**src/rtl/mapper_pkg.sv**
```systemverilog
package mapper_pkg;

  typedef struct packed {
    logic bankWe;
    logic modeWe;
    logic rdBank;
    logic rdMode;
  } mapStrobe_t;

  typedef enum logic {
    SPLIT_48_16 = 1'b0,
    SPLIT_32_32 = 1'b1
  } split_e;

endpackage

```
**src/rtl/mapper_ctrl.sv**
```systemverilog
module mapper_ctrl
  import mapper_pkg::*;
#(
  parameter int PORT_AW = 8,
  parameter logic [PORT_AW-1:0] BANK_PORT = 8'h40,
  parameter logic [PORT_AW-1:0] MODE_PORT = 8'h41
) (
  input  logic               clk,
  input  logic               rstN,
  input  logic [PORT_AW-1:0] ioAddr,
  input  logic               ioWr,
  input  logic               ioRd,
  output mapStrobe_t         strb
);

  logic hitBank;
  logic hitMode;

  assign hitBank = (ioAddr == BANK_PORT);
  assign hitMode = (ioAddr == MODE_PORT);

  always_comb begin
    strb        = '0;
    strb.bankWe = ioWr & hitBank;
    strb.modeWe = ioWr & hitMode;
    strb.rdBank = ioRd & hitBank;
    strb.rdMode = ioRd & hitMode;
  end

  AST_ONE_WRITE: assert property (@(posedge clk) disable iff (!rstN)
    $onehot0({strb.bankWe, strb.modeWe}));

  AST_ONE_READ: assert property (@(posedge clk) disable iff (!rstN)
    $onehot0({strb.rdBank, strb.rdMode}));

endmodule

```
**src/rtl/mapper_dp.sv**
```systemverilog
module mapper_dp
  import mapper_pkg::*;
#(
  parameter int LOG_AW  = 16,
  parameter int PHYS_AW = 24,
  parameter int BANK_W  = 8,
  parameter int DATA_W  = 8,
  parameter logic [PHYS_AW-LOG_AW-1:0] COMMON_PAGE = '0
) (
  input  logic               clk,
  input  logic               rstN,
  input  mapStrobe_t         strb,
  input  logic [DATA_W-1:0]  wrData,
  input  logic [LOG_AW-1:0]  logAddr,
  output logic [PHYS_AW-1:0] physAddr,
  output logic               isCommon,
  output logic [DATA_W-1:0]  rdData
);

  localparam int PAGE_W = PHYS_AW - LOG_AW;

  logic [BANK_W-1:0] bankReg;
  split_e            splitMode;
  logic [PAGE_W-1:0] bankPage;
  logic              commonHit;

  always_ff @(posedge clk) begin
    if (!rstN) begin
      bankReg   <= '0;
      splitMode <= SPLIT_48_16;
    end else begin
      if (strb.bankWe) bankReg <= wrData[BANK_W-1:0];
      if (strb.modeWe) splitMode <= split_e'(wrData[0]);
    end
  end

  generate
    if (BANK_W >= PAGE_W) begin : g_trunc
      assign bankPage = bankReg[PAGE_W-1:0];
    end else begin : g_extend
      assign bankPage = {{(PAGE_W-BANK_W){1'b0}}, bankReg};
    end
  endgenerate

  always_comb begin
    case (splitMode)
      SPLIT_48_16: commonHit = &logAddr[LOG_AW-1 -: 2];
      default:     commonHit = logAddr[LOG_AW-1];
    endcase
  end

  assign isCommon = commonHit;
  assign physAddr = commonHit ? {COMMON_PAGE, logAddr} : {bankPage, logAddr};

  always_comb begin
    if (strb.rdBank)      rdData = DATA_W'(bankReg);
    else if (strb.rdMode) rdData = DATA_W'(splitMode);
    else                  rdData = '0;
  end

  AST_BANK_LOAD: assert property (@(posedge clk) disable iff (!rstN)
    strb.bankWe |=> (bankReg == $past(wrData[BANK_W-1:0])));

  AST_BANK_HOLD: assert property (@(posedge clk) disable iff (!rstN)
    !strb.bankWe |=> $stable(bankReg));

  AST_MODE_LOAD: assert property (@(posedge clk) disable iff (!rstN)
    strb.modeWe |=> (splitMode == split_e'($past(wrData[0]))));

  AST_COMMON_FIXED: assert property (@(posedge clk) disable iff (!rstN)
    (isCommon && $past(isCommon) && $stable(logAddr)) |-> $stable(physAddr));

  AST_SPLIT_LOW: assert property (@(posedge clk) disable iff (!rstN)
    (splitMode == SPLIT_32_32 && !logAddr[LOG_AW-1]) |-> !isCommon);

  AST_SPLIT_TOP: assert property (@(posedge clk) disable iff (!rstN)
    (&logAddr[LOG_AW-1 -: 2]) |-> isCommon);

endmodule

```
**src/rtl/bank_mapper.sv**
```systemverilog
module bank_mapper
  import mapper_pkg::*;
#(
  parameter int LOG_AW  = 16,
  parameter int PHYS_AW = 24,
  parameter int BANK_W  = 8,
  parameter int DATA_W  = 8,
  parameter int PORT_AW = 8,
  parameter logic [PORT_AW-1:0] BANK_PORT = 8'h40,
  parameter logic [PORT_AW-1:0] MODE_PORT = 8'h41,
  parameter logic [PHYS_AW-LOG_AW-1:0] COMMON_PAGE = '0
) (
  input  logic               clk,
  input  logic               rstN,
  input  logic [LOG_AW-1:0]  logAddr,
  input  logic [PORT_AW-1:0] ioAddr,
  input  logic [DATA_W-1:0]  ioWrData,
  input  logic               ioWr,
  input  logic               ioRd,
  output logic [PHYS_AW-1:0] physAddr,
  output logic               isCommon,
  output logic [DATA_W-1:0]  ioRdData
);

  mapStrobe_t strb;

  mapper_ctrl #(
    .PORT_AW(PORT_AW), .BANK_PORT(BANK_PORT), .MODE_PORT(MODE_PORT)
  ) u_ctrl (
    .clk(clk), .rstN(rstN), .ioAddr(ioAddr), .ioWr(ioWr), .ioRd(ioRd), .strb(strb)
  );

  mapper_dp #(
    .LOG_AW(LOG_AW), .PHYS_AW(PHYS_AW), .BANK_W(BANK_W), .DATA_W(DATA_W),
    .COMMON_PAGE(COMMON_PAGE)
  ) u_dp (
    .clk(clk), .rstN(rstN), .strb(strb), .wrData(ioWrData), .logAddr(logAddr),
    .physAddr(physAddr), .isCommon(isCommon), .rdData(ioRdData)
  );

endmodule

```
**config.mk**
```make
export PLATFORM = sky130hd
export DESIGN_NAME = bank_mapper
export DESIGN_NICKNAME = d
export VERILOG_FILES = /design/src/rtl/mapper_pkg.sv /design/src/rtl/mapper_ctrl.sv /design/src/rtl/mapper_dp.sv /design/src/rtl/bank_mapper.sv
export SDC_FILE = /design/constraint.sdc
export NUM_CORES = 1
export LEC_CHECK = 0
export BUFFER_PORTS_ARGS = -buffer_cell sky130_fd_sc_hd__buf_2
export CAP_MARGIN = 20
export CORE_MARGIN = 1
export CORE_UTILIZATION = 31
export DETAILED_ROUTE_END_ITERATION = 6
export PLACE_DENSITY = 0.76
export SYNTH_ARGS = -nofsm -noshare
export SYNTH_HDL_FRONTEND = slang
export SYNTH_SLANG_ARGS = --single-unit
export TNS_END_PERCENT = 50
```
**constraint.sdc**
```tcl
create_clock -name clk -period 1.3 [get_ports clk]
set_clock_uncertainty 0.05 [all_clocks]
set_input_delay 0.195 -clock clk [delete_from_list [all_inputs] [get_ports clk]]
set_output_delay 0.195 -clock clk [all_outputs]
set_load 0.01 [all_outputs]
```
==> metrics.txt, run 1 <==
peak supply drop=0.720 mV; MaxCap Viol Count=0; min setup slack post-route=-0.396 ns; share of the synthesized area in the top cell type=27.6%; CTS max path bufs=2; status=complete, but fails checks; I/O Buffers=40; DR iter-0 viols=9; most frequent cells in the layout=buf_2 (34), nand2_1 (17), and2_1 (13), mux2i_1 (10), dfxtp_1 (8); largest net degree at the start of global routing=18; Final Util=43.8%; ant diodes=0; pre-CTS setup slack=-0.413 ns; kind of critical path=in2out; Leakage=0.489 nW; Die Ht=47.9 microns; startpoint types=primary input; Max Fclk=0.590 GHz; Worst R2R Start=u_dp.bankPage[1]; RSZ-0062 raised after global routing=yes; Syn Std Cell Area=653 sq um; GR Overflow Total=0; Worst setup EP type=output port; fin crit share=130%; Final Hold Fails=0; antenna violations before repair=0; clk_lat worst skew=0.26 ns; worst-margin pin slew=0.411 ns; RR Endpoint=u_dp.bankPage[1]; r2r setup slk=0.59 ns; Layout Cells excl Fill=135; number of global-route vias before repair=586; CTS buffer count=3; Critical Path RT=1.05 ns; GRT Total Usage=15.9%; total power=0.000578 W; antenna viol nets, final=0; Avg WL per Cell=12.6 microns; Post-Syn Nets=116; CTS H-tree lvls=1; Filler cells=208; library cells used by synthesis=16; drt first pass iters=4; synth warn=0; Critical Path End=ioRdData[3]; Placed Cells=130; DR vias=602; FP Rows=16; CP max FO=7; CP startpoint=ioAddr[2]; Reg clk slew, reported paths=0.06 ns; synthesis-stage register bit count=9; core area=0.00196 sq mm; cell taking the most area after synthesis=dfxtp_1; post-route cell area=858 sq um; final setup fails=16; I/O Pins=69; Worst EP arrival=1.45 ns; Die W=47.9 microns; PwrDens=673 mW/mm^2; most common cell after layout, fill and taps aside=buf_2; Area contributors post-synth=dfxtp_1 (28%), buf_4 (18%), mux2i_1 (15%); die area=0.00229 sq mm; Clock Root Buffer=clkbuf_4; final weighted congestion of routability-driven global placement=0.698; Post-Synthesis Cells=80; # hold bufs at CTS=0; failing checks=setup timing; worst min-delay path class=in2reg; fraction of layout cells with a size suffix above 1=49.1%; clock sink count=9; Final Net Count=145; sequential area share after synthesis=27.6%; number of vias per cell=4.46; minimum clock period=1.70 ns; P&R area growth vs syn=31.4%; Initial Util=33.3%; post-placement cell area=769 sq um; worst r2r path cells=2; TritonCTS clock tree=yes; routed wire length=1710 microns; DRC=0; Avg Inst Size Synth=8.16 sq um; Slew HR=72.2%; first-pass GRT wire length=2430 microns; Pins Over Slew Limit=0
area by class of cell:
class | count | area (sq um) | area share [%]
timing repair buffer | 43 | 264 | 30.8
clock buffer | 4 | 26.3 | 3.06
inverter | 1 | 3.75 | 0.437
sequential | 9 | 181 | 21.1
tap | 27 | 33.8 | 3.94
multi-input combinational | 51 | 349 | 40.7
metal layers:
layer  global-route usage [%]  up-vias  routed length, microns
li1                         -      302                       -
met1                     16.0      267                     570
met2                     28.4       25                     968
met3                     5.66        8                     120
met4                     8.89        0                      46
met5                        0        -                       0
repair_timing:
item,CTS,global route
setup buffers,0,1
gates resized for setup,5,7
pin swaps,10,8
setup endpoints to repair,17,17
worst min-delay path by stage:
stage           startpoint  slack, ns  depth (start not counted)                to
3_5_place_dp    logAddr[2]       0.34                          0       physAddr[2]
3_3_place_gp    logAddr[2]       0.34                          0       physAddr[2]
6_report       ioWrData[2]       0.13                          3  u_dp.bankPage[2]
4_1_cts        ioWrData[7]       0.12                          3  u_dp.bankPage[7]
2_1_floorplan  ioWrData[1]       0.28                          2  u_dp.bankPage[1]
5_1_grt        ioWrData[6]       0.11                          3  u_dp.bankPage[6]
per-stage QoR:
step	hold slack, ns	setup TNS (ns)
final	0.130	-3.22
after global routing	0.113	-4.25
after CTS	0.124	-3.15
after detailed placement	0.340	-3.52
after global placement	0.340	-2.80
after floorplan	0.284	-0.684
critical path, cell delays in order:
cell and delay, ns:
buf_6 0.09, or4b_4 0.55, nor3_4 0.29, and2_1 0.18, buf_2 0.13
registers in the layout, indices dropped and copies added (netlist names):
signal,count
u_dp.bankPage,8
u_dp.splitMode,1
kinds of logic (layout without fill, tap and decap cells):
kind of cell    after synthesis  after routing  share of synthesized area (%)
simple gates                 40             40                           35.4
compound gates                1              1                          0.766
buf+inv                      20             48                           20.9
mux                          10             10                           15.3
flops                         9              9                           27.6
synth_stat cells:
master	number
nand4b_1	1
or4b_4	1
and2_1	15
mux2i_1	10
buf_2	1
nor4b_1	1
or4b_1	1
nor3_4	1
nor3_1	2
buf_4	16
nand4_1	1
dfxtp_1	9
o21ai_1	1
inv_1	1
clkbuf_1	2
nand2_1	17
where the power goes:
part,switching (W),internal (W)
clock network,0.0000936,0.000118
registers,0.000000237,0.000276
logic,0.0000414,0.0000482
total,0.000135,0.000442
Note: power is estimated with default switching activity, not from simulation.
==> run 2, diff against run 1 <==
--- a/config.mk
+++ b/config.mk
@@ -8,10 +8,12 @@
 export BUFFER_PORTS_ARGS = -buffer_cell sky130_fd_sc_hd__buf_2
 export CAP_MARGIN = 20
 export CORE_MARGIN = 1
-export CORE_UTILIZATION = 31
+export CORE_UTILIZATION = 30
 export DETAILED_ROUTE_END_ITERATION = 6
-export PLACE_DENSITY = 0.76
+export PLACE_DENSITY = 0.74
+export SLEW_MARGIN = 0
 export SYNTH_ARGS = -nofsm -noshare
 export SYNTH_HDL_FRONTEND = slang
+export SYNTH_HIERARCHICAL = 1
 export SYNTH_SLANG_ARGS = --single-unit
 export TNS_END_PERCENT = 50
==> constraint.sdc (replaced) <==
create_clock -name clk -period 1.5 [get_ports clk]
set_clock_uncertainty 0.05 [all_clocks]
set_input_delay 0.225 -clock clk [delete_from_list [all_inputs] [get_ports clk]]
set_output_delay 0.225 -clock clk [all_outputs]
set_load 0.01 [all_outputs]
==> metrics.txt, run 2 <==
status=complete, but fails checks (unchanged); failing checks=setup timing (unchanged); DR iter-0 viols=7 (was 9); Most common cell on crit path=buf_6; sequential area share after synthesis=28.3% (was 27.6%); Post-Syn Nets=108 (was 116); PwrDens=539 mW/mm^2 (was 673 mW/mm^2); EDFF count, synth=0 (unchanged); fin crit share=119%; crit-path max cell delay=0.57 ns (was 0.55 ns); library cells used by synthesis=15 (was 16); post-placement cell area=791 sq um (was 769 sq um); WP buf/inv=3 (was 2); startpoint types=primary input (unchanged); die area=0.00231 sq mm (was 0.00229 sq mm); DPL Wire Length=1260 microns; most common cell after layout, fill and taps aside=buf_2 (unchanged); I/O Buffers=40 (unchanged); FP Rows=16 (unchanged); share of the synthesized area in the top cell type=28.3% (was 27.6%); Final Hold Fails=0 (unchanged); crit-path cells=buf_6 -> or4b_4 -> buf_6 -> nor3_2 -> nand2_1 -> o21ai_2 -> buf_2 (was buf_6 -> or4b_4 -> nor3_4 -> and2_1 -> buf_2); post-route cell area=921 sq um (was 858 sq um); Post-Synthesis Cells=72 (was 80); routed wire length=1670 microns (was 1710 microns); Synth Flop Type=dfxtp_1 (unchanged); Pins Over Slew Limit=0 (unchanged); RSZ-0062 raised after global routing=yes (unchanged); Post-synth ARST share=0% (unchanged); most frequent cells in the layout=buf_2 (34), and2_1 (9), mux2i_1 (9), nor2b_1 (9) (was buf_2 (34), nand2_1 (17), and2_1 (13), mux2i_1 (10), dfxtp_1 (8)); pre-CTS setup slack=-0.439 ns (was -0.413 ns); CTS max path bufs=2 (unchanged); Avg Inst Size Synth=8.85 sq um (was 8.16 sq um); TritonCTS clock tree=yes (unchanged); Worst setup EP type=output port (unchanged); Syn Std Cell Area=637 sq um (was 653 sq um); ant diodes=0 (unchanged); core area=0.00198 sq mm (was 0.00196 sq mm); synthesis-stage register bit count=9 (unchanged); peak supply drop=0.337 mV (was 0.720 mV); Worst EP arrival=1.51 ns (was 1.45 ns); Final Util=46.5% (was 43.8%); GRT Total Usage=15.9% (about the same); switching pwr=0.000118 W (was 0.000135 W); # hold bufs at CTS=0 (unchanged); DR vias=597 (was 602); min setup slack post-route=-0.283 ns (was -0.396 ns); Reg clk slew, reported paths=0.06 ns (about the same); Top delay family on crit path=simple AND/OR/NAND/NOR gates (unchanged); Die Ht=48.1 microns (was 47.9 microns); Area contributors post-synth=dfxtp_1 (28%), buf_4 (19%), and2_1 (15%) (was dfxtp_1 (28%), buf_4 (18%), mux2i_1 (15%)); largest net degree at the start of global routing=10 (was 18); I/O Pins=69 (unchanged); Largest register FFs=8 (unchanged); antenna violations before repair=0 (unchanged); DRC=0 (unchanged); Leakage=0.414 nW (was 0.489 nW); worst-margin pin slew=0.249 ns (was 0.411 ns); Placed Cells=126 (was 130); MaxCap Viol Count=0 (unchanged); slowest CP cell=or4b_4 (unchanged); synth warn=6 (was 0); Seq pwr share=48.2% (was 47.8%); Final Net Count=141 (was 145); Critical Path RT=1.22 ns (was 1.05 ns); most common cell in the netlist=buf_4 (was nand2_1); P&R area growth vs syn=44.6% (was 31.4%); Clock Root Buffer=clkbuf_4 (unchanged); number of vias per cell=4.56 (was 4.46); cell taking the most area after synthesis=dfxtp_1 (unchanged); antenna viol nets, final=0 (unchanged); Layout Cells excl Fill=131 (was 135); Slew HR=83.3% (was 72.2%); commonest cells in the netlist=buf_4 (16), and2_1 (15), dfxtp_1 (9), mux2i_1 (9), nor2b_1 (9) (was nand2_1 (17), buf_4 (16), and2_1 (15), mux2i_1 (10), dfxtp_1 (9)); Int Power=0.000379 W (was 0.000442 W); switch share=23.7% (was 23.4%); clk_lat worst skew=0.26 ns (about the same); Logic pwr share=13.9% (was 15.5%); CTS buffer count=3 (unchanged); Max Fclk=0.561 GHz; drt first pass iters=2 (was 4); Clock Power Share=37.9% (was 36.6%); kind of critical path=in2out (unchanged); final weighted congestion of routability-driven global placement=0.655 (was 0.698); clock sink count=9 (unchanged); number of global-route vias before repair=588 (was 586); final setup fails=16 (unchanged); Initial Util=32.1% (was 33.3%); CTS H-tree lvls=1 (unchanged); Hold WS=0.178 ns (was 0.130 ns); fraction of layout cells with a size suffix above 1=62.5% (was 49.1%); first-pass GRT wire length=2470 microns (was 2430 microns); CP max FO=3 (was 7); worst min-delay path class=in2reg (unchanged); Avg WL per Cell=12.7 microns (was 12.6 microns); minimum clock period=1.78 ns; Die W=48.1 microns (was 47.9 microns); GR Overflow Total=0 (unchanged)
run 2: what timing repair did:
item	CTS	global route
pin swaps	10	2
setup buffers	0	1
resized for setup	18	5
endpoints found under the setup margin	18	25
run 2: final timing paths:
kind / to / slack (ns) / startpoint / cells after the start
worst max register to register: u_dp/splitMode / 0.80 / u_dp/splitMode / 2
worst min-delay path: u_dp/bankPage[5] / 0.18 / ioWrData[5] / 3
worst min register to register: u_dp/bankPage[2] / 0.49 / u_dp/bankPage[2] / 2
worst max-delay path: ioRdData[0] / -0.28 / ioAddr[7] / 7
run 2: layer usage:
layer	vias up	global-route usage [%]	wire [microns]	share of wire [%]
met5	-	0	0	0
met4	0	7.78	13	0.78
met3	4	3.77	126	7.6
met2	26	28.1	923	55
met1	282	17.6	604	36
li1	285	-	-	-
run 2: area by class of cell:
| type | instances | area, sq um |
|---|---|---|
| sequential | 9 | 181 |
| fill | 196 | 1060 |
| timing repair buffer | 45 | 283 |
| multi-input combinational | 45 | 393 |
| clock buffer | 4 | 26.3 |
| inverter | 1 | 3.75 |
| tap | 27 | 33.8 |
run 2: tightest hold or removal path, delay by kind of cell:
family	cells	cell delay [ns]
buffers and inverters	1	0.07
muxes	1	0.06
and+or+nand+nor	1	0.09
run 2: kinds of logic after synthesis:
logic type,after synthesis,synth area share [%]
buffers and inverters,18,21.2
and+or+nand+nor,34,34.2
AOI/OAI and AO/OA,2,2.16
DFF,9,28.3
muxes,9,14.1
run 2: per-stage QoR:
step                power (W)  TNS [ns]
finish               0.000497     -2.71
global route         0.000523     -3.76
CTS                  0.000503     -2.04
detailed placement   0.000305     -5.20
global placement     0.000302     -4.74
floorplan            0.000305     -1.68
run 2: power by group through the flow:
stage	clock [W]	combinational (W)	sequential, W
2_1_floorplan	0	0.0000604	0.000245
3_3_place_gp	0	0.0000572	0.000245
3_5_place_dp	0	0.0000598	0.000245
4_1_cts	0.000198	0.0000654	0.000239
5_1_grt	0.000208	0.0000760	0.000239
6_report	0.000188	0.0000691	0.000239
==> run 3, diff against run 2 <==
--- a/config.mk
+++ b/config.mk
@@ -9,7 +9,9 @@
 export CAP_MARGIN = 20
 export CORE_MARGIN = 1
 export CORE_UTILIZATION = 30
+export CTS_BUF_LIST = sky130_fd_sc_hd__clkbuf_16
 export DETAILED_ROUTE_END_ITERATION = 6
+export GPL_ROUTABILITY_DRIVEN = 1
 export PLACE_DENSITY = 0.74
 export SLEW_MARGIN = 0
 export SYNTH_ARGS = -nofsm -noshare
==> metrics.txt, run 3 (synthesis results as in run 2) <==
status=complete, but fails checks (unchanged); failing checks=setup timing (unchanged); Largest register FFs=8 (unchanged); Final Util=48.2% (was 46.5%); fin crit share=120% (was 119%); ant diodes=0 (unchanged); Clock Root Buffer=clkbuf_16 (was clkbuf_4); total power=0.000781 W (was 0.000497 W); first-pass GRT wire length=2500 microns (was 2470 microns); switch share=19.8% (was 23.7%); drt first pass iters=4 (was 2); MaxCap Viol Count=0 (unchanged); DR vias=597 (unchanged); clock sink count=9 (unchanged); largest net degree at the start of global routing=10 (unchanged); kind of critical path=in2out (unchanged); Reg clk slew, reported paths=0.04 ns (was 0.06 ns); number of vias per cell=4.59 (was 4.56); DR iter-0 viols=4 (was 7); Worst EP arrival=1.52 ns (was 1.51 ns); Int Power=0.000627 W (was 0.000379 W); Clock Power Share=60.7% (was 37.9%); CTS H-tree lvls=1 (unchanged); Die Ht=48.1 microns (unchanged); antenna violations before repair=0 (unchanged); core area=0.00198 sq mm (unchanged); P&R area growth vs syn=49.9% (was 44.6%); RSZ-0062 raised after global routing=yes (unchanged); Placed Cells=126 (unchanged); die area=0.00231 sq mm (unchanged); most frequent cells in the layout=buf_2 (34), and2_1 (9), mux2i_1 (9), nor2b_1 (9), dfxtp_1 (9) (was buf_2 (34), and2_1 (9), mux2i_1 (9), nor2b_1 (9)); Max Fclk=0.558 GHz (was 0.561 GHz); FP Rows=16 (unchanged); worst min-delay path class=in2reg (unchanged); PwrDens=819 mW/mm^2 (was 539 mW/mm^2); startpoint types=primary input (unchanged); TritonCTS clock tree=yes (unchanged); final setup fails=8 (was 16); CTS buffer count=3 (unchanged); fraction of layout cells with a size suffix above 1=61.2% (was 62.5%); # Post-CTS Setup Buffers=0 (unchanged); Layout Cells excl Fill=130 (was 131); routed wire length=1680 microns (was 1670 microns); Leakage=0.434 nW (was 0.414 nW); Worst setup EP type=output port (unchanged); Avg WL per Cell=12.9 microns (was 12.7 microns); Filler cells=196 (unchanged); worst-margin pin slew=0.248 ns (was 0.249 ns); CTS max path bufs=2 (unchanged); antenna viol nets, final=0 (unchanged); Logic pwr share=8.5% (was 13.9%); # hold bufs at CTS=0 (unchanged); r2r setup slk=0.76 ns (was 0.80 ns); post-placement cell area=791 sq um (unchanged); final weighted congestion of routability-driven global placement=0.655 (unchanged); post-route cell area=955 sq um (was 921 sq um); I/O Pins=69 (unchanged); Initial Util=32.1% (unchanged); Slew HR=83.4% (was 83.3%); CP max FO=3 (unchanged); Hold WS=0.199 ns (was 0.178 ns); I/O Buffers=40 (unchanged); GR Overflow Total=0 (unchanged); switching pwr=0.000155 W (was 0.000118 W); GRT Total Usage=16.8% (was 15.9%); Final Net Count=140 (was 141); Critical Path RT=1.22 ns (about the same); DRC=0 (unchanged); minimum clock period=1.79 ns (was 1.78 ns); Pins Over Slew Limit=0 (unchanged); Die W=48.1 microns (unchanged); min setup slack post-route=-0.294 ns (was -0.283 ns); Final Hold Fails=0 (unchanged); most common cell after layout, fill and taps aside=buf_2 (unchanged); DPL Wire Length=1260 microns (unchanged); peak supply drop=0.587 mV (was 0.337 mV); Seq pwr share=30.8% (was 48.2%); clk_lat worst skew=0.24 ns (was 0.26 ns); number of global-route vias before repair=585 (was 588)
==> run 3: cell count changes in the layout (fill, tap and decap cells not counted), sizes merged <==
cell    before  now
clkbuf       4    3
buf         45   44
inv          1    2
==> run 3: per-stage QoR <==
stage	TNS [ns]	setup slack [ns]
2_1_floorplan	-1.68	-0.105
3_3_place_gp	-4.74	-0.335
3_5_place_dp	-5.20	-0.439
4_1_cts	-2.03	-0.281
5_1_grt	-2.83	-0.365
6_report	-2.03	-0.294
==> run 3: area by class of cell <==
cell class / count / area [sq um] / share of cell area (%)
timing repair buffer: 44 / 272 / 28.4
tap: 27 / 33.8 / 3.54
clock buffer: 3 / 75.1 / 7.86
clock inverter: 1 / 3.75 / 0.393
sequential: 9 / 180 / 18.9
multi-input combinational: 45 / 387 / 40.5
inverter: 1 / 3.75 / 0.393
==> run 3: timing repair <==
item | in CTS | in global routing
gates resized for setup | 17 | 4
pin swaps | 11 | 0
endpoints found under the setup margin | 16 | 26
==> run 3: path summary, 6_finish.rpt <==
kind                                       start  cells after the start          endpoint
worst max register to register    u_dp/splitMode                      2    u_dp/splitMode
worst min register to register  u_dp/bankPage[3]                      2  u_dp/bankPage[3]
worst max-delay path                   ioAddr[7]                      7       ioRdData[0]
worst min-delay path                 ioWrData[5]                      3  u_dp/bankPage[5]
==> run 3: power groups by stage <==
stage	logic, W	registers (W)	clock network, W
floorplan	0.0000604	0.000245	0
global placement	0.0000572	0.000245	0
detailed placement	0.0000598	0.000245	0
CTS	0.0000636	0.000241	0.000480
global route	0.0000730	0.000241	0.000488
finish	0.0000664	0.000241	0.000474
==> run 3: metal layers <==
| metal | GRT usage (%) | part of all wire, % |
|---|---|---|
| met1 | 17.9 | 37 |
| met2 | 27.8 | 52 |
| met3 | 4.91 | 8.0 |
| met4 | 12.8 | 3.3 |
| met5 | 0 | 0 |
==> run 3: critical path, stage by stage <==
cell     delay (ns)
buf_6          0.09
or4b_4         0.57
buf_6          0.15
nor3_2         0.10
nand2_1        0.09
o21ai_2        0.15
buf_2          0.15
